--- src/rtl/mws_pkg.sv ---
package mws_pkg;
  typedef enum logic [1:0] {
    ST_IDLE  = 2'd0,
    ST_FETCH = 2'd1,
    ST_RUN   = 2'd2
  } mwsState_t;

  typedef struct packed {
    logic idle;     // sequencer waiting for a start
    logic load;     // capture start index and effective address
    logic capture;  // capture first read data into the write register
    logic advance;  // current write accepted this cycle
  } mwsStrobes_t;
endpackage

--- src/rtl/mws_ctrl.sv ---
module mws_ctrl
  import mws_pkg::*;
(
  input  logic        clk,
  input  logic        rstN,
  input  logic        startValid,
  input  logic        memReady,
  input  logic        lastReg,
  output mwsStrobes_t strb,
  output logic        memValid,
  output logic        busy,
  output logic        done
);
  mwsState_t state, stateNext;
  logic doneQ;
  logic accept;

  assign accept       = (state == ST_RUN) && memReady;
  assign strb.idle    = (state == ST_IDLE);
  assign strb.load    = (state == ST_IDLE) && startValid;
  assign strb.capture = (state == ST_FETCH);
  assign strb.advance = accept;

  always_comb begin
    stateNext = state;
    case (state)
      ST_IDLE:  if (startValid) stateNext = ST_FETCH;
      ST_FETCH: stateNext = ST_RUN;
      ST_RUN:   if (accept && lastReg) stateNext = ST_IDLE;
      default:  stateNext = ST_IDLE;
    endcase
  end

  always_ff @(posedge clk) begin
    if (!rstN) begin
      state <= ST_IDLE;
      doneQ <= 1'b0;
    end else begin
      state <= stateNext;
      doneQ <= accept && lastReg;
    end
  end

  assign memValid = (state == ST_RUN);
  assign busy     = (state != ST_IDLE);
  assign done     = doneQ;

  // done lasts one cycle only
  p_done_pulse_r6: assert property (@(posedge clk) disable iff (!rstN)
    done |=> !done);
  // busy and done never overlap
  p_done_not_busy_r6: assert property (@(posedge clk) disable iff (!rstN)
    done |-> !busy);
  // accepting the last register ends the run with done
  p_last_done_r4: assert property (@(posedge clk) disable iff (!rstN)
    (memValid && memReady && lastReg) |=> (done && !memValid));
  // first write follows the fetch cycle directly
  p_first_write_r8: assert property (@(posedge clk) disable iff (!rstN)
    strb.capture |=> memValid);
endmodule

--- src/rtl/mws_dp.sv ---
module mws_dp
  import mws_pkg::*;
#(
  parameter int XLEN     = 64,
  parameter int ADDR_W   = 64,
  parameter int WORD_W   = 32,
  parameter int DISP_W   = 16,
  parameter int NUM_REGS = 32
) (
  input  logic                        clk,
  input  logic                        rstN,
  input  mwsStrobes_t                 strb,
  input  logic [$clog2(NUM_REGS)-1:0] startReg,
  input  logic [$clog2(NUM_REGS)-1:0] baseField,
  input  logic [XLEN-1:0]             baseValue,
  input  logic [DISP_W-1:0]           disp,
  input  logic [XLEN-1:0]             rfRdData,
  output logic [$clog2(NUM_REGS)-1:0] rfRdAddr,
  output logic [ADDR_W-1:0]           memAddr,
  output logic [WORD_W-1:0]           memData,
  output logic                        lastReg
);
  localparam int IDX_W = $clog2(NUM_REGS);
  localparam logic [IDX_W-1:0]  LAST_IDX = IDX_W'(NUM_REGS - 1);
  localparam logic [IDX_W-1:0]  IDX_ONE  = IDX_W'(1);
  localparam logic [IDX_W-1:0]  IDX_TWO  = IDX_W'(2);
  localparam logic [ADDR_W-1:0] STEP     = ADDR_W'(WORD_W / 8);

  logic [IDX_W-1:0]  curReg;
  logic [ADDR_W-1:0] addrQ;
  logic [WORD_W-1:0] wrData;
  logic [ADDR_W-1:0] baseEff;
  logic [ADDR_W-1:0] dispExt;
  logic [ADDR_W-1:0] effAddr;
  logic              unusedHigh;

  assign unusedHigh = ^rfRdData[XLEN-1:WORD_W];

  generate
    if (XLEN >= ADDR_W) begin : g_base_trim
      assign baseEff = (baseField == '0) ? '0 : baseValue[ADDR_W-1:0];
    end else begin : g_base_pad
      assign baseEff = (baseField == '0) ? '0 : {{(ADDR_W-XLEN){1'b0}}, baseValue};
    end
  endgenerate

  assign dispExt = {{(ADDR_W-DISP_W){disp[DISP_W-1]}}, disp};
  assign effAddr = baseEff + dispExt;
  assign lastReg = (curReg == LAST_IDX);

  // Lookahead: the read issued now must be the one needed after the next accept.
  always_comb begin
    if (strb.idle)         rfRdAddr = startReg;
    else if (strb.advance) rfRdAddr = curReg + IDX_TWO;
    else                   rfRdAddr = curReg + IDX_ONE;
  end

  always_ff @(posedge clk) begin
    if (!rstN) begin
      curReg <= '0;
      addrQ  <= '0;
      wrData <= '0;
    end else begin
      if (strb.load) begin
        curReg <= startReg;
        addrQ  <= effAddr;
      end
      if (strb.capture) wrData <= rfRdData[WORD_W-1:0];
      if (strb.advance && !lastReg) begin
        curReg <= curReg + IDX_ONE;
        addrQ  <= addrQ + STEP;
        wrData <= rfRdData[WORD_W-1:0];
      end
    end
  end

  assign memAddr = addrQ;
  assign memData = wrData;

  // an accepted non-final write moves to the next register index
  p_reg_step_r3: assert property (@(posedge clk) disable iff (!rstN)
    (strb.advance && !lastReg) |=> (curReg == $past(curReg) + IDX_ONE));
  // and the address moves by one word
  p_addr_step_r3: assert property (@(posedge clk) disable iff (!rstN)
    (strb.advance && !lastReg) |=> (memAddr == $past(memAddr) + STEP));
endmodule

--- src/rtl/multiword_store.sv ---
module multiword_store
  import mws_pkg::*;
#(
  parameter int XLEN     = 64,
  parameter int ADDR_W   = 64,
  parameter int WORD_W   = 32,
  parameter int DISP_W   = 16,
  parameter int NUM_REGS = 32
) (
  input  logic                        clk,
  input  logic                        rstN,
  input  logic                        startValid,
  input  logic [$clog2(NUM_REGS)-1:0] startReg,
  input  logic [$clog2(NUM_REGS)-1:0] baseField,
  input  logic [XLEN-1:0]             baseValue,
  input  logic [DISP_W-1:0]           disp,
  output logic [$clog2(NUM_REGS)-1:0] rfRdAddr,
  input  logic [XLEN-1:0]             rfRdData,
  output logic                        memValid,
  output logic [ADDR_W-1:0]           memAddr,
  output logic [WORD_W-1:0]           memData,
  input  logic                        memReady,
  output logic                        busy,
  output logic                        done
);
  mwsStrobes_t strb;
  logic lastReg;

  mws_ctrl u_ctrl (
    .clk(clk), .rstN(rstN), .startValid(startValid), .memReady(memReady),
    .lastReg(lastReg), .strb(strb), .memValid(memValid), .busy(busy), .done(done)
  );

  mws_dp #(
    .XLEN(XLEN), .ADDR_W(ADDR_W), .WORD_W(WORD_W), .DISP_W(DISP_W), .NUM_REGS(NUM_REGS)
  ) u_dp (
    .clk(clk), .rstN(rstN), .strb(strb), .startReg(startReg), .baseField(baseField),
    .baseValue(baseValue), .disp(disp), .rfRdData(rfRdData), .rfRdAddr(rfRdAddr),
    .memAddr(memAddr), .memData(memData), .lastReg(lastReg)
  );

  // a stalled write is held unchanged
  p_hold_stall_r5: assert property (@(posedge clk) disable iff (!rstN)
    (memValid && !memReady) |=> (memValid && $stable(memAddr) && $stable(memData)));
endmodule

--- config.mk ---
export PLATFORM = sky130hd
export DESIGN_NAME = multiword_store
export DESIGN_NICKNAME = d
export VERILOG_FILES = /design/src/rtl/mws_pkg.sv /design/src/rtl/mws_ctrl.sv /design/src/rtl/mws_dp.sv /design/src/rtl/multiword_store.sv
export SDC_FILE = /design/constraint.sdc
export NUM_CORES = 1
export LEC_CHECK = 0
export ABC_AREA = 1
export BUFFER_PORTS_ARGS = -buffer_cell sky130_fd_sc_hd__buf_4
export CAP_MARGIN = 20
export CORE_ASPECT_RATIO = 0.8
export CORE_MARGIN = 2
export CORE_UTILIZATION = 57
export CTS_CLUSTER_DIAMETER = 30
export DETAILED_ROUTE_END_ITERATION = 12
export PLACE_DENSITY = 0.83
export SETUP_SLACK_MARGIN = 0.5
export SLEW_MARGIN = 5
export SYNTH_ARGS = -nofsm -noshare
export SYNTH_HDL_FRONTEND = slang
export SYNTH_HIERARCHICAL = 1
export SYNTH_SLANG_ARGS = --single-unit
export TNS_END_PERCENT = 10
--- constraint.sdc ---
create_clock -name clk -period 3.9 [get_ports clk]
set_input_delay 0.78 -clock clk [delete_from_list [all_inputs] [get_ports clk]]
set_output_delay 0.78 -clock clk [all_outputs]
set_load 0.005 [all_outputs]
* Word level (Yosys, flattened, before mapping) *
Index checks and enable logic that the tools add are counted.

operators by class
  reduce and logical (&&, ||, !) cells = 11
  equal/unequal tests = 5
  add/sub/neg operators = 4
  mux-type cells = 12

operators by type and width
  kind                                                   count
  2-to-1 mux 64 bit                                      3
  adder 64 x 3 -> 64 bit, second input constant          1
  adder 64 bit                                           1
  2-to-1 mux 32 bit                                      2
  2-to-1 mux 5 bit                                       4
  case mux 2 bit (3 select lines)                        1
  nonzero test 2 bit                                     3
  adder 5 x 1 -> 5 bit, second input constant            1
  adder 5 x 2 -> 5 bit, second input constant            1
  == test 5 bit, second input constant                   1
  logical NOT 5 bit                                      1
  logical AND 1 bit                                      4
  2-to-1 mux 2 bit                                       2
  == test 2 x 1 -> 1 bit, second input constant          1
  == test 2 bit, second input constant                   1
  logical NOT 2 bit                                      1
  inequality test 2 x 1 -> 1 bit, second input constant  1
  inequality test 2 bit, second input constant           1
  AND reduction 2 bit                                    1
  logical NOT 1 bit                                      1

storage, ports and cells
  output and inout port bits = 104
  word-level logic and storage cells = 37
  register bits = 104
  input port bits = 158

* Logic depth before layout (Yosys ltp) *
  depth after elaboration = 5
  gate-level depth with buffers = 23
  depth with buffers taken out = 22

* Modules after synthesis *
Netlist, hierarchy kept.

by module, submodules not included
  module    sequential area each (um2)  area an instance (um2)  instances  cells an instance
  mws_dp    2021.9                      12438.2                 1          2344
  mws_ctrl  60.1                        148.9                   1          21

* Least setup slack after synthesis *
Ideal clock, no wire load.

  path type = input-to-reg
  start point = input port baseField[3]
  end point = register u_dp.addrQ[24], in the netlist u_dp/memAddr[24]
  library setup time = 57 ps
  required time = 3843 ps
  buffers on the path = 1
  cell stages on the path = 22
  arrival time = 3059 ps
  setup slack = 784 ps
  path through = nor3_1 -> nand2_1 -> clkbuf_1 -> nand2_1 -> inv_1 -> ha_1 -> inv_1 -> fa_1 -> inv_1 -> nand3_1 -> nand2_2 -> nand2_1 -> nand2_1 -> nand2_1 -> nand2_2 -> nand2_2 -> nand2_2 -> inv_2 -> or2_1 -> nand3_1 -> o211ai_1 -> inv_1

between the ends
  word-level cells in the longest chain between the ends = 5

ends and longest elaborated chain
  what                  RTL line               text
  start, declared       multiword_store.sv:14  input logic [$clog2(NUM_REGS)-1:0] baseField,
  logical NOT 5 bit     mws_dp.sv:41           assign baseEff = (baseField == '0) ? '0 : baseValue[ADDR_W-1:0];
  2-to-1 mux 64 bit     mws_dp.sv:41
  adder 64 bit          mws_dp.sv:48           assign effAddr = baseEff + dispExt;
  2-to-1 mux 64 bit     mws_dp.sv:64           if (strb.load) begin
  2-to-1 mux 64 bit     mws_dp.sv:69           if (strb.advance && !lastReg) begin
  end signal, assigned  mws_dp.sv:66           addrQ <= effAddr;
  end signal, assigned  mws_dp.sv:71           addrQ <= addrQ + STEP;
  end, declared         mws_dp.sv:30           logic [ADDR_W-1:0] addrQ;

Every way passes these cells. The select of a mux whose other input is x is not followed.
A chain may end at the register's enable or synchronous reset.

* Worst setup path in the final report *
  start point = input port baseField[3]
  end point = register u_dp.addrQ[60], in the netlist u_dp/memAddr[60]

Same word-level chain as after synthesis.

==> flow_metrics.py <==
metrics = {
    "power_and_ir_drop": {
        "p_clk_frac": 0.225,
        "power_density_nw_per_um2": 273,
        "netSwitchingFraction": 0.425,
        "cellLeakagePower_nw": 8.38,
        "combPwrFrac": 0.443,
        "p_sw_mw": 1.73,
        "pwr-share-seq": 0.332,
        "intPower_mw": 2.34,
        "ir_drop_mv": 0.236,
    },
    "setup_path": {
        "critPathCapture": "u_dp/memAddr[60]",
        "r2r_end": "u_dp/memAddr[7]",
        "worstPathMaxFanout": 64,
        "reg2reg_slack_ns": 0.91,
        "worstPathRequired_ns": 4.14,
        "crit_start": "baseField[3]",
        "critPathCaptureType": "flop",
        "path_class": "input pin to flop",
        "start_kind": "input pin",
        "reg2reg_from": "u_dp/curReg[0]",
        "rr_worst_depth": 11,
        "worstPathArrival_ns": 3.52,
    },
    "detailed_routing": {
        "drt-wirelength-per-cell_um": 16.5,
        "via_per_inst": 5.56,
        "drcViolationCount": 0,
        "first_pass_iters": 8,
        "dr_total_vias": 15900,
        "wl_um": 47100,
        "drt-initial-drc-count": 2097,
        "ant_nets": 0,
    },
    "placement": {
        "dpl.hpwl_um": 38600,
        "dpl_cell_area_um2": 14600,
        "numPortBuffers": 229,
        "gp_congestion": 1.02,
    },
    "timing": {
        "maxSlewViolCount": 0,
        "fin_crit_sh": 0.841,
        "hold_viol_final": 0,
        "timing.fmax_ghz": 0.305,
        "hold-worst-slack_ns": 0.488,
        "final-setup-viol-count": 0,
        "maxSlewHeadroom": 0.313,
        "max_slew.worst_pin.slew_ns": 1.03,
        "clock_skew_ns": 0.0152,
        "rsz0062_at_grt": "yes",
        "setup-tns-final_ns": 0,
        "finalCriticalPeriod_ns": 3.28,
    },
    "clock_network": {
        "clkTransAtPathRegs_ns": 0.08,
        "h-tree-depth": 3,
        "cts_resized": 0,
        "insertion_delay_ns": 0.35,
        "clock_path_buffers": 2,
        "cts_tree": "done",
        "clkSinkCount": 104,
        "cts_buffers": 9,
        "postCtsHoldBufs": 0,
        "postCtsSetupBuffers": 0,
        "root_buffer": "clkbuf_16",
    },
    "finish": {
        "postLayoutCoreUtil": 0.689,
        "layout-area-overhead-vs-synth_pct": 18.3,
        "nets": 2798,
        "seqCellArea_um2": 2080,
        "drive_gt1_frac": 0.131,
        "nFillCells": 2061,
        "fin_area_um2": 14900,
        "n_antenna_cell": 0,
        "multi_input_area_um2": 8580,
    },
    "yosys": {
        "yosys.area.top_type": "nand2_1",
        "yosys_warnings": 6,
        "synth.area.top_cells": "nand2_1 24%, dfxtp_1 17%, inv_1 13%",
        "yosysSeqAreaShare": 0.165,
        "synth_top_area_share": 0.240,
        "synth_nets": 2591,
        "yosysUniqueCellTypes": 46,
        "synth.cell_area_um2": 12600,
        "synth-seq-cells": 104,
        "synth_cells": 2365,
        "syn_avg_cell_area_um2": 5.32,
    },
    "floorplanning": {
        "dieArea_um2": 23300,
        "rows": 48,
        "die_w_um": 170,
        "boundaryPins": 262,
        "core-area_um2": 21600,
        "start_util": 0.582,
        "dieHeight_um": 137,
    },
    "global_route": {
        "antenna_found_initial": 0,
        "grtUsageMet2": 0.597,
        "grt_pass1_vias": 13600,
        "grt_pass1_wl_um": 70800,
        "overflow": 0,
        "use_met3": 0.0798,
        "use_met1": 0.553,
        "gr-usage-all-layers": 0.389,
        "top_usage_layer": "met2",
        "grt_start_max_net_pins": 70,
    },
    "job": {
        "maxCapViolCount": 0,
    },
    "outcome": {
        "status": "finished clean",
    },
    "worst_hold_path": {
        "hold_start": "u_dp/memData[24]",
        "hp-class": "flop to flop",
    },
}
flip-flops by register name (all words and copies together), names as in the netlist:
signal,flops
u_dp/memAddr,64
u_ctrl/state,2
u_dp/memData,32
u_ctrl/done,1
u_dp/curReg,5
cells by family (layout without fill, tap and decap cells):
logic type               after synthesis  in the layout  synth area share
XOR/XNOR                              45             45            0.0313
AO/OA/AOI/OAI                        300            300             0.130
adder cells (fa/ha/maj)               68             68            0.0682
buffers and inverters                510            722             0.154
flip-flops                           104            104             0.165
AND/OR/NAND/NOR                     1338           1338             0.452
routing by layer:
metal / wire length, um / vias up
li1: - / 7766
met1: 20200 / 7061
met2: 19700 / 948
met3: 5830 / 96
met4: 1310 / 0
met5: 0 / -
Yosys cell counts (all sizes together):
| cell type | count |
|---|---|
| inv | 455 |
| o211ai | 7 |
| buf | 17 |
| o21ai | 103 |
| fa | 1 |
| nor3 | 50 |
| and3 | 2 |
| and2 | 4 |
| o221ai | 4 |
| a22oi | 1 |
| nor3b | 1 |
| a32oi | 1 |
| o2111ai | 3 |
| nand3 | 141 |
| nand3b | 9 |
| or2 | 10 |
| a21o | 3 |
| nor4 | 2 |
| a21oi | 149 |
| o21a | 1 |
| o21bai | 18 |
| clkbuf | 33 |
| ha | 67 |
| xor2 | 39 |
| dfxtp | 104 |
| xnor2 | 6 |
| nand4 | 32 |
| nor2 | 264 |
| nand2 | 823 |
| a31oi | 10 |
| clkinv | 5 |
through the flow:
step           worst slack, ns  power (mW)  instances
2_1_floorplan            0.784        2.40       2365
3_3_place_gp             0.367        3.07       2836
3_5_place_dp             0.321        3.12       2836
4_1_cts                  0.620        4.02       2852
5_1_grt                  0.388        4.29       2852
6_report                 0.620        4.07       2852
power groups by stage:
stage	combinational [mW]	sequential [mW]	clock, mW
floorplan	1.07	1.32	0
global placement	1.71	1.36	0
detailed placement	1.76	1.36	0
CTS	1.76	1.34	0.918
global route	1.98	1.36	0.952
finish	1.80	1.35	0.914
cell usage in the layout, fill, tap and decap left out, types with 5 or more instances in the layout:
cell,synthesis,final
nor3_2,14,14
inv_2,10,10
o21bai_1,18,18
nor2_2,12,12
inv_1,445,445
nor2_4,7,8
xor2_1,39,39
buf_4,3,244
o211ai_1,7,7
nand3b_1,9,9
nor2_1,244,243
a21oi_1,146,146
nand2_1,805,804
dfxtp_1,104,104
clkinv_1,5,5
nand2_2,17,18
xnor2_1,6,6
o21ai_0,102,102
clkbuf_16,0,9
a31oi_1,10,10
nand3_1,137,137
nand4_1,32,32
ha_1,67,67
nor3_1,34,34
or2_0,5,5
critical path, cell delays in order:
cell	delay (ns)
buf_4	0.08
nor3_1	0.04
nand2_2	0.07
buf_12	0.24
nand2_1	0.09
inv_1	0.08
ha_1	0.21
inv_1	0.07
fa_1	0.40
inv_1	0.09
nand3_1	0.08
nand2_2	0.12
nand2_1	0.09
nand2_1	0.09
nand2_1	0.05
nand2_1	0.10
nand2_1	0.07
nand2_1	0.21
nand2_1	0.12
nand3_1	0.09
nand3_1	0.12
nand2_1	0.14
a21oi_2	0.05
layout make-up:
| class | instances | area share |
|---|---|---|
| clock buffers | 11 | 0.0163 |
| inverters | 460 | 0.116 |
| flip-flops and latches | 104 | 0.140 |
| well taps | 275 | 0.0231 |
| clock inverters | 5 | 0.00302 |
| repair buffers | 246 | 0.126 |
| multi-input cells | 1751 | 0.576 |
worst min path at each step:
stage	to	slack, ns	cells after the start
5_1_grt	u_dp/memData[28]	0.51	2
4_1_cts	u_dp/memData[10]	0.49	2
2_1_floorplan	u_dp/memData[0]	0.48	2
3_5_place_dp	u_dp/memData[25]	0.48	2
6_report	u_dp/memData[24]	0.49	2
3_3_place_gp	u_dp/memData[1]	0.46	2
No activity file was read; power rests on OpenSTA's default activity.
